**src/rtl/uart_rx_pkg.sv**
```systemverilog
package uart_rx_pkg;

    localparam int NB_W = 4;

    typedef enum logic [2:0] {
        ST_IDLE,
        ST_START,
        ST_DATA,
        ST_PAR,
        ST_STOP,
        ST_HOLD
    } rx_state_e;

    typedef struct packed {
        logic [NB_W-1:0] nbits;
        logic            par_en;
        logic            par_even;
        logic            par_stick;
    } rx_cfg_t;

endpackage

```
**src/rtl/rx_sync.sv**
```systemverilog
module rx_sync #(
    parameter int STAGES = 2
) (
    input  logic clk,
    input  logic rst_n,
    input  logic din,
    output logic dout
);
    logic [STAGES-1:0] chain_q;

    always_ff @(posedge clk or negedge rst_n) begin
        if (!rst_n) chain_q <= '1;
        else        chain_q <= {chain_q[STAGES-2:0], din};
    end

    assign dout = chain_q[STAGES-1];
endmodule

```
**src/rtl/rx_cfg_decode.sv**
```systemverilog
module rx_cfg_decode
    import uart_rx_pkg::*;
#(
    parameter int MIN_BITS = 5
) (
    input  logic [1:0] len_sel,
    input  logic       len9_en,
    input  logic       par_en,
    input  logic       par_even,
    input  logic       par_stick,
    output rx_cfg_t    cfg
);
    localparam logic [NB_W-1:0] BASE = NB_W'(MIN_BITS);
    localparam logic [NB_W-1:0] LONG = NB_W'(MIN_BITS + 4);

    always_comb begin
        if (len9_en && (len_sel == 2'b00)) cfg.nbits = LONG;
        else                               cfg.nbits = BASE + NB_W'(len_sel);
        cfg.par_en    = par_en;
        cfg.par_even  = par_even;
        cfg.par_stick = par_stick;
    end
endmodule

```
**src/rtl/rx_check.sv**
```systemverilog
module rx_check
    import uart_rx_pkg::*;
#(
    parameter int MAX_DATA = 9
) (
    input  logic [MAX_DATA-1:0] data,
    input  rx_cfg_t             cfg,
    input  logic                pbit,
    input  logic                stop_bit,
    output logic                par_err,
    output logic                frm_err,
    output logic                brk
);
    logic ones_odd;

    always_comb begin
        ones_odd = (^data) ^ pbit;
        if (!cfg.par_en)        par_err = 1'b0;
        else if (cfg.par_stick) par_err = (pbit == cfg.par_even);
        else if (cfg.par_even)  par_err = ones_odd;
        else                    par_err = !ones_odd;
        frm_err = !stop_bit;
        brk     = !stop_bit && (data == '0) && !pbit;
    end
endmodule

```
**src/rtl/rx_fsm.sv**
```systemverilog
module rx_fsm
    import uart_rx_pkg::*;
#(
    parameter int OVERSAMPLE = 16,
    parameter int MAX_DATA   = 9
) (
    input  logic                clk,
    input  logic                rst_n,
    input  logic                tick,
    input  logic                rx_s,
    input  rx_cfg_t             cfg_in,
    output logic [MAX_DATA-1:0] rx_data,
    output logic                rx_valid,
    output logic                err_parity,
    output logic                err_frame,
    output logic                brk_det
);
    localparam int CW   = $clog2(OVERSAMPLE);
    localparam int HALF = OVERSAMPLE / 2;
    localparam logic [CW-1:0] CNT_HALF = CW'(HALF - 1);
    localparam logic [CW-1:0] CNT_FULL = CW'(OVERSAMPLE - 1);

    rx_state_e         state, state_nx;
    logic [CW-1:0]     cnt_q;
    logic [NB_W-1:0]   idx_q;
    logic [MAX_DATA-1:0] data_q;
    logic              pbit_q;
    rx_cfg_t           cfg_q;
    logic              half_hit, full_hit, last_bit;
    logic              chk_par, chk_frm, chk_brk;

    assign half_hit = tick && (cnt_q == CNT_HALF);
    assign full_hit = tick && (cnt_q == CNT_FULL);
    assign last_bit = (idx_q == cfg_q.nbits - NB_W'(1));

    rx_check #(.MAX_DATA(MAX_DATA)) chk_i (
        .data     (data_q),
        .cfg      (cfg_q),
        .pbit     (pbit_q),
        .stop_bit (rx_s),
        .par_err  (chk_par),
        .frm_err  (chk_frm),
        .brk      (chk_brk)
    );

    // state register
    always_ff @(posedge clk or negedge rst_n) begin
        if (!rst_n) state <= ST_IDLE;
        else        state <= state_nx;
    end

    // transitions
    always_comb begin
        state_nx = state;
        unique case (state)
            ST_IDLE:  if (tick && !rx_s) state_nx = ST_START;
            ST_START: if (half_hit) state_nx = rx_s ? ST_IDLE : ST_DATA;
            ST_DATA:  if (full_hit && last_bit)
                          state_nx = cfg_q.par_en ? ST_PAR : ST_STOP;
            ST_PAR:   if (full_hit) state_nx = ST_STOP;
            ST_STOP:  if (full_hit) state_nx = rx_s ? ST_IDLE : ST_HOLD;
            ST_HOLD:  if (rx_s) state_nx = ST_IDLE;
            default:  state_nx = ST_IDLE;
        endcase
    end

    // tick counter, bit index, parity bit, configuration
    always_ff @(posedge clk or negedge rst_n) begin
        if (!rst_n) begin
            cnt_q  <= '0;
            idx_q  <= '0;
            pbit_q <= 1'b0;
            cfg_q  <= '0;
        end else begin
            if (state_nx != state) cnt_q <= '0;
            else if (tick)         cnt_q <= (cnt_q == CNT_FULL) ? '0 : cnt_q + CW'(1);

            if (state == ST_IDLE) pbit_q <= 1'b0;
            else if (state == ST_PAR && full_hit) pbit_q <= rx_s;

            if (state == ST_START && state_nx == ST_DATA) begin
                cfg_q <= cfg_in;
                idx_q <= '0;
            end else if (state == ST_DATA && full_hit) begin
                idx_q <= idx_q + NB_W'(1);
            end
        end
    end

    // data assembly, least significant bit first
    for (genvar g = 0; g < MAX_DATA; g++) begin : g_bit
        always_ff @(posedge clk or negedge rst_n) begin
            if (!rst_n)
                data_q[g] <= 1'b0;
            else if (state == ST_IDLE)
                data_q[g] <= 1'b0;
            else if (state == ST_DATA && full_hit && idx_q == NB_W'(g))
                data_q[g] <= rx_s;
        end
    end

    // outputs
    always_ff @(posedge clk or negedge rst_n) begin
        if (!rst_n) begin
            rx_data    <= '0;
            rx_valid   <= 1'b0;
            err_parity <= 1'b0;
            err_frame  <= 1'b0;
            brk_det    <= 1'b0;
        end else begin
            rx_valid <= 1'b0;
            if (state == ST_STOP && full_hit) begin
                rx_valid   <= 1'b1;
                rx_data    <= data_q;
                err_parity <= chk_par;
                err_frame  <= chk_frm;
                brk_det    <= chk_brk;
            end
        end
    end

    a_r7_valid_pulse: assert property (@(posedge clk) disable iff (!rst_n)
        rx_valid |=> !rx_valid);

    a_r7_valid_after_tick: assert property (@(posedge clk) disable iff (!rst_n)
        $rose(rx_valid) |-> $past(tick));

    a_r10_break_framed: assert property (@(posedge clk) disable iff (!rst_n)
        brk_det |-> err_frame);

    a_r5_no_parity_error: assert property (@(posedge clk) disable iff (!rst_n)
        (rx_valid && !cfg_q.par_en) |-> !err_parity);

    a_r11_hold_after_frame: assert property (@(posedge clk) disable iff (!rst_n)
        (state == ST_HOLD) |-> err_frame);

    a_r1_index_bound: assert property (@(posedge clk) disable iff (!rst_n)
        (state == ST_DATA) |-> (idx_q < cfg_q.nbits));
endmodule

```
**src/rtl/uart_rx_frame.sv**
```systemverilog
module uart_rx_frame
    import uart_rx_pkg::*;
#(
    parameter int OVERSAMPLE  = 16,
    parameter int SYNC_STAGES = 2,
    parameter int MAX_DATA    = 9
) (
    input  logic                clk,
    input  logic                rst_n,
    input  logic                tick16,
    input  logic                rxd_in,
    input  logic [1:0]          len_sel,
    input  logic                len9_en,
    input  logic                par_en,
    input  logic                par_even,
    input  logic                par_stick,
    output logic [MAX_DATA-1:0] rx_data,
    output logic                rx_valid,
    output logic                err_parity,
    output logic                err_frame,
    output logic                brk_det
);
    logic    rx_s;
    rx_cfg_t cfg;

    rx_sync #(.STAGES(SYNC_STAGES)) sync_i (
        .clk   (clk),
        .rst_n (rst_n),
        .din   (rxd_in),
        .dout  (rx_s)
    );

    rx_cfg_decode #(.MIN_BITS(MAX_DATA - 4)) dec_i (
        .len_sel   (len_sel),
        .len9_en   (len9_en),
        .par_en    (par_en),
        .par_even  (par_even),
        .par_stick (par_stick),
        .cfg       (cfg)
    );

    rx_fsm #(.OVERSAMPLE(OVERSAMPLE), .MAX_DATA(MAX_DATA)) fsm_i (
        .clk        (clk),
        .rst_n      (rst_n),
        .tick       (tick16),
        .rx_s       (rx_s),
        .cfg_in     (cfg),
        .rx_data    (rx_data),
        .rx_valid   (rx_valid),
        .err_parity (err_parity),
        .err_frame  (err_frame),
        .brk_det    (brk_det)
    );
endmodule

```
**config.mk**
```make
export PLATFORM = sky130hd
export DESIGN_NAME = uart_rx_frame
export DESIGN_NICKNAME = d
export VERILOG_FILES = /design/src/rtl/uart_rx_pkg.sv /design/src/rtl/rx_sync.sv /design/src/rtl/rx_cfg_decode.sv /design/src/rtl/rx_check.sv /design/src/rtl/rx_fsm.sv /design/src/rtl/uart_rx_frame.sv
export SDC_FILE = /design/constraint.sdc
export NUM_CORES = 1
export LEC_CHECK = 0
export BUFFER_PORTS_ARGS = -buffer_cell sky130_fd_sc_hd__clkbuf_2
export CAP_MARGIN = 20
export CORE_MARGIN = 3
export CORE_UTILIZATION = 53
export DETAILED_ROUTE_END_ITERATION = 12
export GPL_TIMING_DRIVEN = 0
export HOLD_SLACK_MARGIN = 0.08
export PLACE_DENSITY = 0.86
export SETUP_SLACK_MARGIN = 0.2
export SYNTH_ARGS = -nofsm -noshare
export SYNTH_HDL_FRONTEND = slang
export SYNTH_SLANG_ARGS = --single-unit
```
**constraint.sdc**
```tcl
create_clock -name clk -period 1.5 [get_ports clk]
set_input_delay 0.075 -clock clk [delete_from_list [all_inputs] [get_ports clk]]
set_output_delay 0.075 -clock clk [all_outputs]
set_load 0.02 [all_outputs]
```
Word-level counts from Yosys, hierarchy flattened
Index checks and enable logic that the tools add are counted.
- flip-flop bits (word level): 43
- latch bits: 0
- memory bits (writable): 0
- memory bits (read-only): 0
- input port bits: 10
- output and inout port bits: 13
- logic and storage cells: 127
- memories kept: 0
- $add $sub $neg: 4
- multipliers: 0
- div/mod/pow operators: 0
- order comparisons: 0
- equality and inequality tests: 19
- shift-type cells: 0
- muxes and demuxes: 40
- bitwise logic cells: 1
- reduce and logical (&&, ||, !) cells: 40
- operators with widths (cell ; number):
    $mux 1 ; 24
    $mux 3 ; 8
    $mux 4 ; 6
    $reduce_bool 2->1 ; 12
    $eq 4x3->1 const B ; 5
    $logic_and 1x1->1 ; 20
    $pmux 3 s6 ; 1
    $eq 3x2->1 const B ; 3
    $logic_not 9->1 ; 1
    $reduce_xor 9->1 ; 1
    $add 4x1->4 const B ; 2
    $eq 4x2->1 const B ; 2
    $eq 4x4->1 const B ; 2
    $eq 3x3->1 const B ; 2
    $add 3x2->4 const A ; 1
    $eq 4x1->1 const B ; 1
    $eq 4x4->1 ; 1
    $logic_not 4->1 ; 1
    $sub 4x1->4 const B ; 1
    $eq 3x1->1 const B ; 1
    $logic_not 1->1 ; 3
    $logic_not 3->1 ; 1
    $ne 3x3->1 ; 1
    $logic_not 2->1 ; 1
    other kinds (3) ; 3

Longest topological paths before layout
Gate-level depths: netlist of the first run.
- depth after elaboration: 8
- depth in mapped cells: 7
- mapped depth without buffers: 6

By module
From an unflattened synthesis of the first run, not the netlist that was laid out.
- cell total of the unflattened synthesis: 234
- area total of the unflattened synthesis: 2483.6 um2
- by module, submodules not included (module ; times used ; cells an instance ; area an instance (um2) ; sequential area each (um2)):
    rx_fsm ; 1 ; 198 ; 2165.8 ; 1026.0
    rx_check ; 1 ; 24 ; 187.7 ; 0.0
    rx_cfg_decode ; 1 ; 10 ; 77.6 ; 0.0
    rx_sync ; 1 ; 2 ; 52.6 ; 52.6

Least setup slack after synthesis of the first run
No wires, ideal clock.
- path kind: register to register
- start: reg fsm_i.data_q[6]
- end: reg fsm_i.err_parity
- setup time: 0.126 ns
- arrival: 1.540 ns
- setup slack: -0.166 ns
- cell stages (with the launch flop): 7
- clock period less this slack: 1.666 ns
- cell sequence: dfrtp_1 inv_1 ha_1 xnor3_1 xnor2_1 nor4b_2 a221o_1
- longest elaborated chain between the ends: 6
- RTL lines (what ; line ; source):
    from (decl) ; rx_fsm.sv:26 ; logic [MAX_DATA-1:0] data_q;
    from (signal, indexed assignment) ; rx_fsm.sv:98 ; data_q[g] <= rx_s;
    $reduce_xor 9->1 (*) ; rx_check.sv:17 ; ones_odd = (^data) ^ pbit;
    $xor 1x1->1 (*) ; rx_check.sv:17 ;
    $logic_not 1->1 ; rx_check.sv:21 ; else par_err = !ones_odd;
    $mux 1 (*) ; rx_check.sv:20 ; else if (cfg.par_even) par_err = ones_odd;
    $mux 1 (*) ; rx_check.sv:19 ; else if (cfg.par_stick) par_err = (pbit == cfg.par_even);
    $mux 1 (*) ; rx_check.sv:18 ; if (!cfg.par_en) par_err = 1'b0;
    to (signal assigned) ; rx_fsm.sv:115 ; err_parity <= chk_par;
    to (decl) ; rx_fsm.sv:14 ; output logic err_parity,
Mark *: on every way between the ends. The rest lies on a longest branch, timed or not.
A chain may end at the register's enable or synchronous reset.

Worst setup path in the final report of the first run
Same ends and word-level chain as after synthesis.

==> metrics.yaml, run 1 <==
clock_tree:
  cts_buffers: 5
  clkSinkCount: 43
  cts.path.max_buffers: 2
  tritoncts: "yes"
  clkSlewWorstSetupHoldPaths_ps: 80
  clockRootBuffer: "clkbuf_8"
  clk_latency_ps: 300
  htree_levels: 2
placed_design:
  port_buffers: 21
  dp_hpwl_mm: 3.297
  place_congestion: 0.8403
logic_synthesis:
  synth_common_cells: "dfrtp_1, nand2_1, inv_1"
  yosysTopAreaCell: "dfrtp_1"
  async_flop_share_pct: 100.0
  synth_warnings: 0
  synth_ff_type: "dfrtp_1"
  syn_area_um2: 2382
  ys_ff_latch: 43
  syn-num-nets: 257
  yosysMostFrequentCell: "dfrtp_1"
  synthCells: 235
  synth_top_area_share_pct: 43.07
  ys_types: 48
  ys_seq_area_share_pct: 45.27
  synth_edf_count: 0
  avgSynthCellArea_um2: 10.14
  synthTopCellsByArea: "dfrtp_1, ha_1, mux2i_1"
setup_path:
  cp.required_ps: 1680
  setup.worst_path.class: "reg -> reg"
  end_kind: "flop"
  crit_arrival_ps: 2090
  startpoint_type: "flop"
  cp_max_fo: 2
  rr_worst_depth: 6
floorplan:
  initial_utilization_pct: 57.09
  die_h_um: 73.05
  die_w_um: 73.05
  core_um2: 4173
  rows: 23
  dieArea_um2: 5336
  io_pins: 23
sta:
  period_needed_ps: 1908
  worst_hold_slack_ps: 152.1
  hold_violations: 0
  final-setup-viol-count: 34
  max_freq_ghz: 0.5241
  timing.final.max_slew_violations: 0
  worstMarginPinSlew_ps: 586.2
  relSlewSlack_pct: 60.71
  setup_ws_ps: -407.9
  rsz0062_at_grt: "yes"
  finalClockSkew_ps: 7.238
  post-route-period-util_pct: 127.2
finish:
  antenna_cells: 0
  seqCellArea_um2: 1082
  fin_util_pct: 83.21
  syn_to_final_growth_pct: 45.75
  fillers: 176
  final_nets: 325
  multiInputGateArea_um2: 1515
  layout-drive-gt1-share_pct: 46.38
drt:
  wl_mm: 6.739
  wl_per_cell_um: 19.04
  first_pass_iters: 4
  drc: 0
  dr.first_iter.drc_count: 244
  vias: 2090
  ant_nets: 0
  viasPerCell: 5.904
pwr:
  p_sw_mw: 1.710
  p_per_area_nw_per_um2: 1309
  clock_power_share_pct: 19.9
  power.internal_mw: 2.836
  seq_power_share_pct: 33.8
  ir_worst_vdd_mv: 1.017
  comb_power_share_pct: 46.3
  switching_share_pct: 37.62
  p_leak_nw: 1.637
  p_total_mw: 4.546
hold_path:
  hold_path.class: "in -> async"
global_routing:
  grt_first_pass_wirelength_mm: 8.438
  grt_util_met1_pct: 27.46
  antenna_found_initial: 0
  use_met3_pct: 3.444
  grt_max_degree: 44
  grt_remaining_overflow: 0
  grt_pass1_vias: 1816
  top_usage_layer: "met2"
  grt.met2_usage_pct: 32.57
  grt_use_total_pct: 20.08
run_status:
  violations: "setup timing"
  status: "complete, but fails checks"
job:
  cap_violations: 0
critical path, stage by stage (launching register included):
cell and delay [ps]:
dfrtp_1 390, inv_2 80, ha_4 260, xnor3_1 460, xnor2_2 180, nor4b_2 160
a221o_1 260
stage by stage:
stage / worst slack, ps / area (µm²) / TNS, ps / cells
after global placement: -278.6 / 2653 / -4077 / 306
after global routing: -460.2 / 3472 / -6500 / 354
after CTS: -316.4 / 3007 / -1554 / 332
after floorplan: -164.7 / 2485 / -471.1 / 235
after detailed placement: -316.1 / 2653 / -5013 / 306
final: -407.9 / 3472 / -4652 / 354
final cells by class:
| class | instances | share of cell area (%) |
|---|---|---|
| clock buffers | 5 | 1.982 |
| multi-input cells | 162 | 43.64 |
| plain buffers | 12 | 3.604 |
| inverters | 19 | 2.162 |
| flip-flops and latches | 43 | 31.17 |
| repair buffers | 60 | 14.38 |
| clock inverters | 3 | 1.261 |
| well taps | 50 | 1.802 |
worst paths after layout:
kind | start | slack, ps | endpoint
min in group clk | tick16 | 160 | fsm_i.cnt_q[0]
max reg2reg | fsm_i.data_q[6] | -410 | fsm_i.err_parity
min reg2reg | sync_i.chain_q[0] | 360 | sync_i.chain_q[1]
max | fsm_i.data_q[6] | -410 | fsm_i.err_parity
max in group asynchronous | rst_n | 840 | sync_i.chain_q[0]
min | rst_n | 150 | fsm_i.cfg_q[0]
power groups by stage:
stage | Clock, mW | Sequential [mW] | Combinational, mW
final | 0.907 | 1.54 | 2.10
after global routing | 0.953 | 1.55 | 2.23
after CTS | 0.906 | 1.49 | 1.57
after detailed placement | 0 | 1.53 | 1.17
after global placement | 0 | 1.52 | 1.12
after floorplan | 0 | 1.49 | 0.960
repair_timing:
| item | CTS | global route |
|---|---|---|
| cloned | 0 | 6 |
| endpoints found under the hold margin | 46 | 0 |
| hold buffers | 7 | 0 |
| setup endpoints to repair | 41 | 41 |
| gates resized for setup | 14 | 65 |
| pin swaps | 6 | 15 |
| setup buffers | 11 | 15 |
sequential cells by signal, summed over array words and instances, names as in the netlist, 2 cells and up:
register / flops
fsm_i.rx_data: 9
fsm_i.idx_q: 4
fsm_i.cfg_q: 7
sync_i.chain_q: 2
fsm_i.state: 3
fsm_i.cnt_q: 4
fsm_i.data_q: 9
metal layers:
metal / vias to the layer above / wire (µm)
met3: 16 / 383
li1: 962 / -
met5: - / 0
met4: 0 / 212
met2: 85 / 3401
met1: 1027 / 2741
logic make-up (layout without fill, tap and decap cells):
| family | count (synthesis) | in the layout | synth area share [%] |
|---|---|---|---|
| compound gates | 41 | 41 | 10.92 |
| xor+xnor | 14 | 14 | 6.302 |
| fa+ha+maj | 12 | 12 | 6.302 |
| buf+inv | 31 | 99 | 6.092 |
| flops | 43 | 43 | 45.27 |
| mux | 14 | 14 | 6.092 |
| simple gates | 80 | 81 | 19.01 |
placed cells by master (no fill, tap or decap), types with 4 or more instances in the layout:
cell and n:
o21ai_0 9, o21ai_2 4, inv_1 14, buf_2 4, xor2_1 6, nor3_2 4, o21ai_1 5, buf_6 10
inv_2 4, clkbuf_2 21, nand2_1 14, xnor2_2 4, nand3_1 4, ha_1 9, dlygate4sd3_1 7, mux2i_1 10
dfrtp_1 38, nor2_1 16, nand2_2 6, buf_4 21, clkbuf_8 5, nand4_1 9
Power figures use the tool's default switching activity.
==> run 2, diff against run 1 <==
ABC_AREA = 1   (was not set)
==> run 2 against run 1 <==
Compared with the run above:
- the run still ends with setup timing left
- largest power group is now sequential cells
- routed wire length shrank 17%
- hold slack lost 60 ps
- combinational power shrank 43%
- largest cell class unchanged
- die area grew 1.6%
- global-route usage is 1.9 points higher
- critical endpoint is now fsm_i.cnt_q[3]
==> metrics.yaml, run 2 <==
run_status:
  status: "complete, but fails checks"  # unchanged
  violations: "setup timing"  # unchanged
clock_tree:
  clk_latency_ps: 300  # about the same
  cts_buffers: 5  # unchanged
  clkSinkCount: 43  # unchanged
  cts.path.max_buffers: 2  # unchanged
  clkSlewWorstSetupHoldPaths_ps: 80  # about the same
  tritoncts: "yes"  # unchanged
  clockRootBuffer: "clkbuf_8"  # unchanged
  htree_levels: 2  # unchanged
pwr:
  p_sw_mw: 1.311  # was 1.710 mW
  comb_power_share_pct: 34.2  # was 46.3%
  p_per_area_nw_per_um2: 1097  # was 1309 nW/µm²
  seq_power_share_pct: 42.4  # was 33.8%
  p_leak_nw: 1.591  # was 1.637 nW
  ir_worst_vdd_mv: 0.6287  # was 1.017 mV
  switching_share_pct: 37.70  # was 37.62%
  power.internal_mw: 2.166  # was 2.836 mW
  clock_power_share_pct: 23.4  # was 19.9%
sta:
  hold_violations: 0  # unchanged
  max_freq_ghz: 0.5719  # was 0.5241 GHz
  fin_setup_tns_ps: -3594  # was -4652 ps
  worstMarginPinSlew_ps: 326.7  # was 586.2 ps
  timing.final.max_slew_violations: 0  # unchanged
  final-setup-viol-count: 36  # was 34
  relSlewSlack_pct: 78.15  # was 60.71%
  finalClockSkew_ps: 8.898  # was 7.238 ps
  post-route-period-util_pct: 116.6  # was 127.2%
  period_needed_ps: 1748  # was 1908 ps
  worst_hold_slack_ps: 92.07  # was 152.1 ps
  rsz0062_at_grt: "yes"  # unchanged
  setup_ws_ps: -248.4  # was -407.9 ps
placed_design:
  place_congestion: 0.9713  # was 0.8403
  port_buffers: 22  # was 21
  dp_hpwl_mm: 3.513  # was 3.297 mm
  post-place-ws_ps: -226.0  # was -316.1 ps
drt:
  drc: 0  # unchanged
  wl_mm: 5.561  # was 6.739 mm
  vias: 2176  # was 2090
  first_pass_iters: 4  # unchanged
  dr.first_iter.drc_count: 123  # was 244
  viasPerCell: 5.481  # was 5.904
  wl_per_cell_um: 14.01  # was 19.04 µm
  ant_nets: 0  # unchanged
logic_synthesis:
  async_flop_share_pct: 100.0  # unchanged
  avgSynthCellArea_um2: 8.328  # was 10.14 µm²
  syn-num-nets: 313  # was 257
  synth_ff_type: "dfrtp_1"  # unchanged
  ys_seq_area_share_pct: 44.50  # was 45.27%
  yosysTopAreaCell: "dfrtp_1"  # unchanged
  yosysMostFrequentCell: "nand2_1"  # was dfrtp_1
  synthTopCellsByArea: "dfrtp_1, nand2_1, inv_1"  # was dfrtp_1, ha_1, mux2i_1
  synth_edf_count: 0  # unchanged
  ys_ff_latch: 43  # unchanged
  synthCells: 291  # was 235
  syn_area_um2: 2424  # was 2382 µm²
  synth_top_area_share_pct: 42.33  # was 43.07%
  ys_types: 35  # was 48
  synth_warnings: 0  # unchanged
  synth_common_cells: "nand2_1, dfrtp_1, inv_1"  # was dfrtp_1, nand2_1, inv_1
global_routing:
  antenna_found_initial: 0  # unchanged
  grt_max_degree: 44  # unchanged
  grt_first_pass_wirelength_mm: 9.225  # was 8.438 mm
  grt_remaining_overflow: 0  # unchanged
  grt_pass1_vias: 2052  # was 1816
  grt_use_total_pct: 22.03  # was 20.08%
hold_path:
  hold_path.class: "in -> reg"  # was in -> async
  hold_depth: 3
  hp-start: "len9_en"
floorplan:
  io_pins: 23  # unchanged
  core_um2: 4202  # was 4173 µm²
  rows: 23  # unchanged
  die_w_um: 73.62  # was 73.05 µm
  initial_utilization_pct: 57.68  # was 57.09%
  die_h_um: 73.62  # was 73.05 µm
  dieArea_um2: 5420  # was 5336 µm²
setup_path:
  startpoint_type: "flop"  # unchanged
  critPathLaunch: "fsm_i.state[1]"  # was fsm_i.data_q[6]
  regToRegEndpoint: "fsm_i.cnt_q[3]"  # was fsm_i.err_parity
  critPathCapture: "fsm_i.cnt_q[3]"  # was fsm_i.err_parity
  r2r_slack_ps: -250  # was -410 ps
  rr_startpoint: "fsm_i.state[1]"  # was fsm_i.data_q[6]
  setup.worst_path.class: "reg -> reg"  # unchanged
  crit_arrival_ps: 1970  # was 2090 ps
  rr_worst_depth: 11  # was 6
  cp_max_fo: 4  # was 2
  cp.required_ps: 1720  # was 1680 ps
  end_kind: "flop"  # unchanged
finish:
  layout-drive-gt1-share_pct: 35.73  # was 46.38%
  final_nets: 368  # was 325
  syn_to_final_growth_pct: 30.77  # was 45.75%
  layout_common_cells: "nand2_1, dfrtp_1, inv_1, clkbuf_2, buf_4"  # was dfrtp_1, buf_4, clkbuf_2, nor2_1
  antenna_cells: 0  # unchanged
  final_common_cell: "nand2_1"  # was dfrtp_1
  largest_registers: "fsm_i.data_q x9, fsm_i.rx_data x9, fsm_i.cfg_q x7"  # unchanged
job:
  cap_violations: 0  # unchanged
## run 2: cell count changes after synthesis, moves of 5 or more
cell | before | now
nor3_2 | 0 | 7
xor2_1 | 8 | 3
nand4_1 | 9 | 3
o21ai_0 | 18 | 29
inv_1 | 19 | 41
nand2_1 | 21 | 69
mux2i_1 | 10 | 1
nand3_1 | 7 | 20
## run 2: power by group through the flow
stage / logic (mW) / clock network, mW / registers (mW)
floorplan: 0.772 / 0 / 1.44
global placement: 0.920 / 0 / 1.47
detailed placement: 0.947 / 0 / 1.48
CTS: 1.05 / 0.830 / 1.47
global route: 1.34 / 0.868 / 1.49
finish: 1.19 / 0.813 / 1.47
## run 2: final cells by class
type                       instances  area, µm²
multi-input combinational        203       1385
sequential                        43       1081
fill                             273       1032
timing repair buffer              47      329.1
inverter                          43      168.9
clock buffer                       7      96.34
tap                               50      62.56
buffer                             3      38.79
clock inverter                     1      7.507
## run 2: cell families after synthesis
family	share of synthesized area (%)
adders and majority gates	6.195
xor gates and xnor gates	2.169
and+or+nand+nor	30.31
DFF	44.50
muxes	0.4130
buffers and inverters	7.227
AOI/OAI and AO/OA	9.190
## run 2: repair_timing
item	4_1_cts	5_1_grt
pin swaps	9	16
resized for setup	35	32
cloned	1	2
endpoints found under the hold margin	45	41
buffers inserted	10	7
hold buffers	4	1
endpoints found under the setup margin	40	41
## run 2: worst min path at each step
stage                   endpoint  slack (ps)
6_report          fsm_i.cfg_q[3]          90
5_1_grt           fsm_i.cfg_q[3]         120
4_1_cts           fsm_i.idx_q[2]         -10
3_5_place_dp   sync_i.chain_q[0]         170
3_3_place_gp   sync_i.chain_q[0]         160
2_1_floorplan      fsm_i.brk_det        -220
## run 2: worst max-delay path, stage by stage (launching register included)
cell     delay (ps)
dfrtp_1         440
inv_2           150
nand2_1         140
nor3_1          260
nor2_1          100
nand3_2          90
nor2_2           50
nand2_2          80
nand2_2          60
nand2_2          80
nand2_4          80
nor3_2          150
## run 2: routing by layer
metal,part of all wire [%],GRT usage [%],up-vias
li1,-,-,1057
met1,42,27.03,1047
met2,51,38.19,56
met3,4.7,4.378,16
met4,2.4,7.847,0
met5,0,0,-
## run 2: stage by stage
step,cell area [µm²],power (mW),util (%),std cells
floorplan,2480,2.209,-,291
detailed placement,2653,2.426,63.13,363
finish,3169,3.477,75.43,397
global route,3169,3.706,75.43,397
CTS,2989,3.346,71.14,386
global placement,2653,2.389,63.13,363
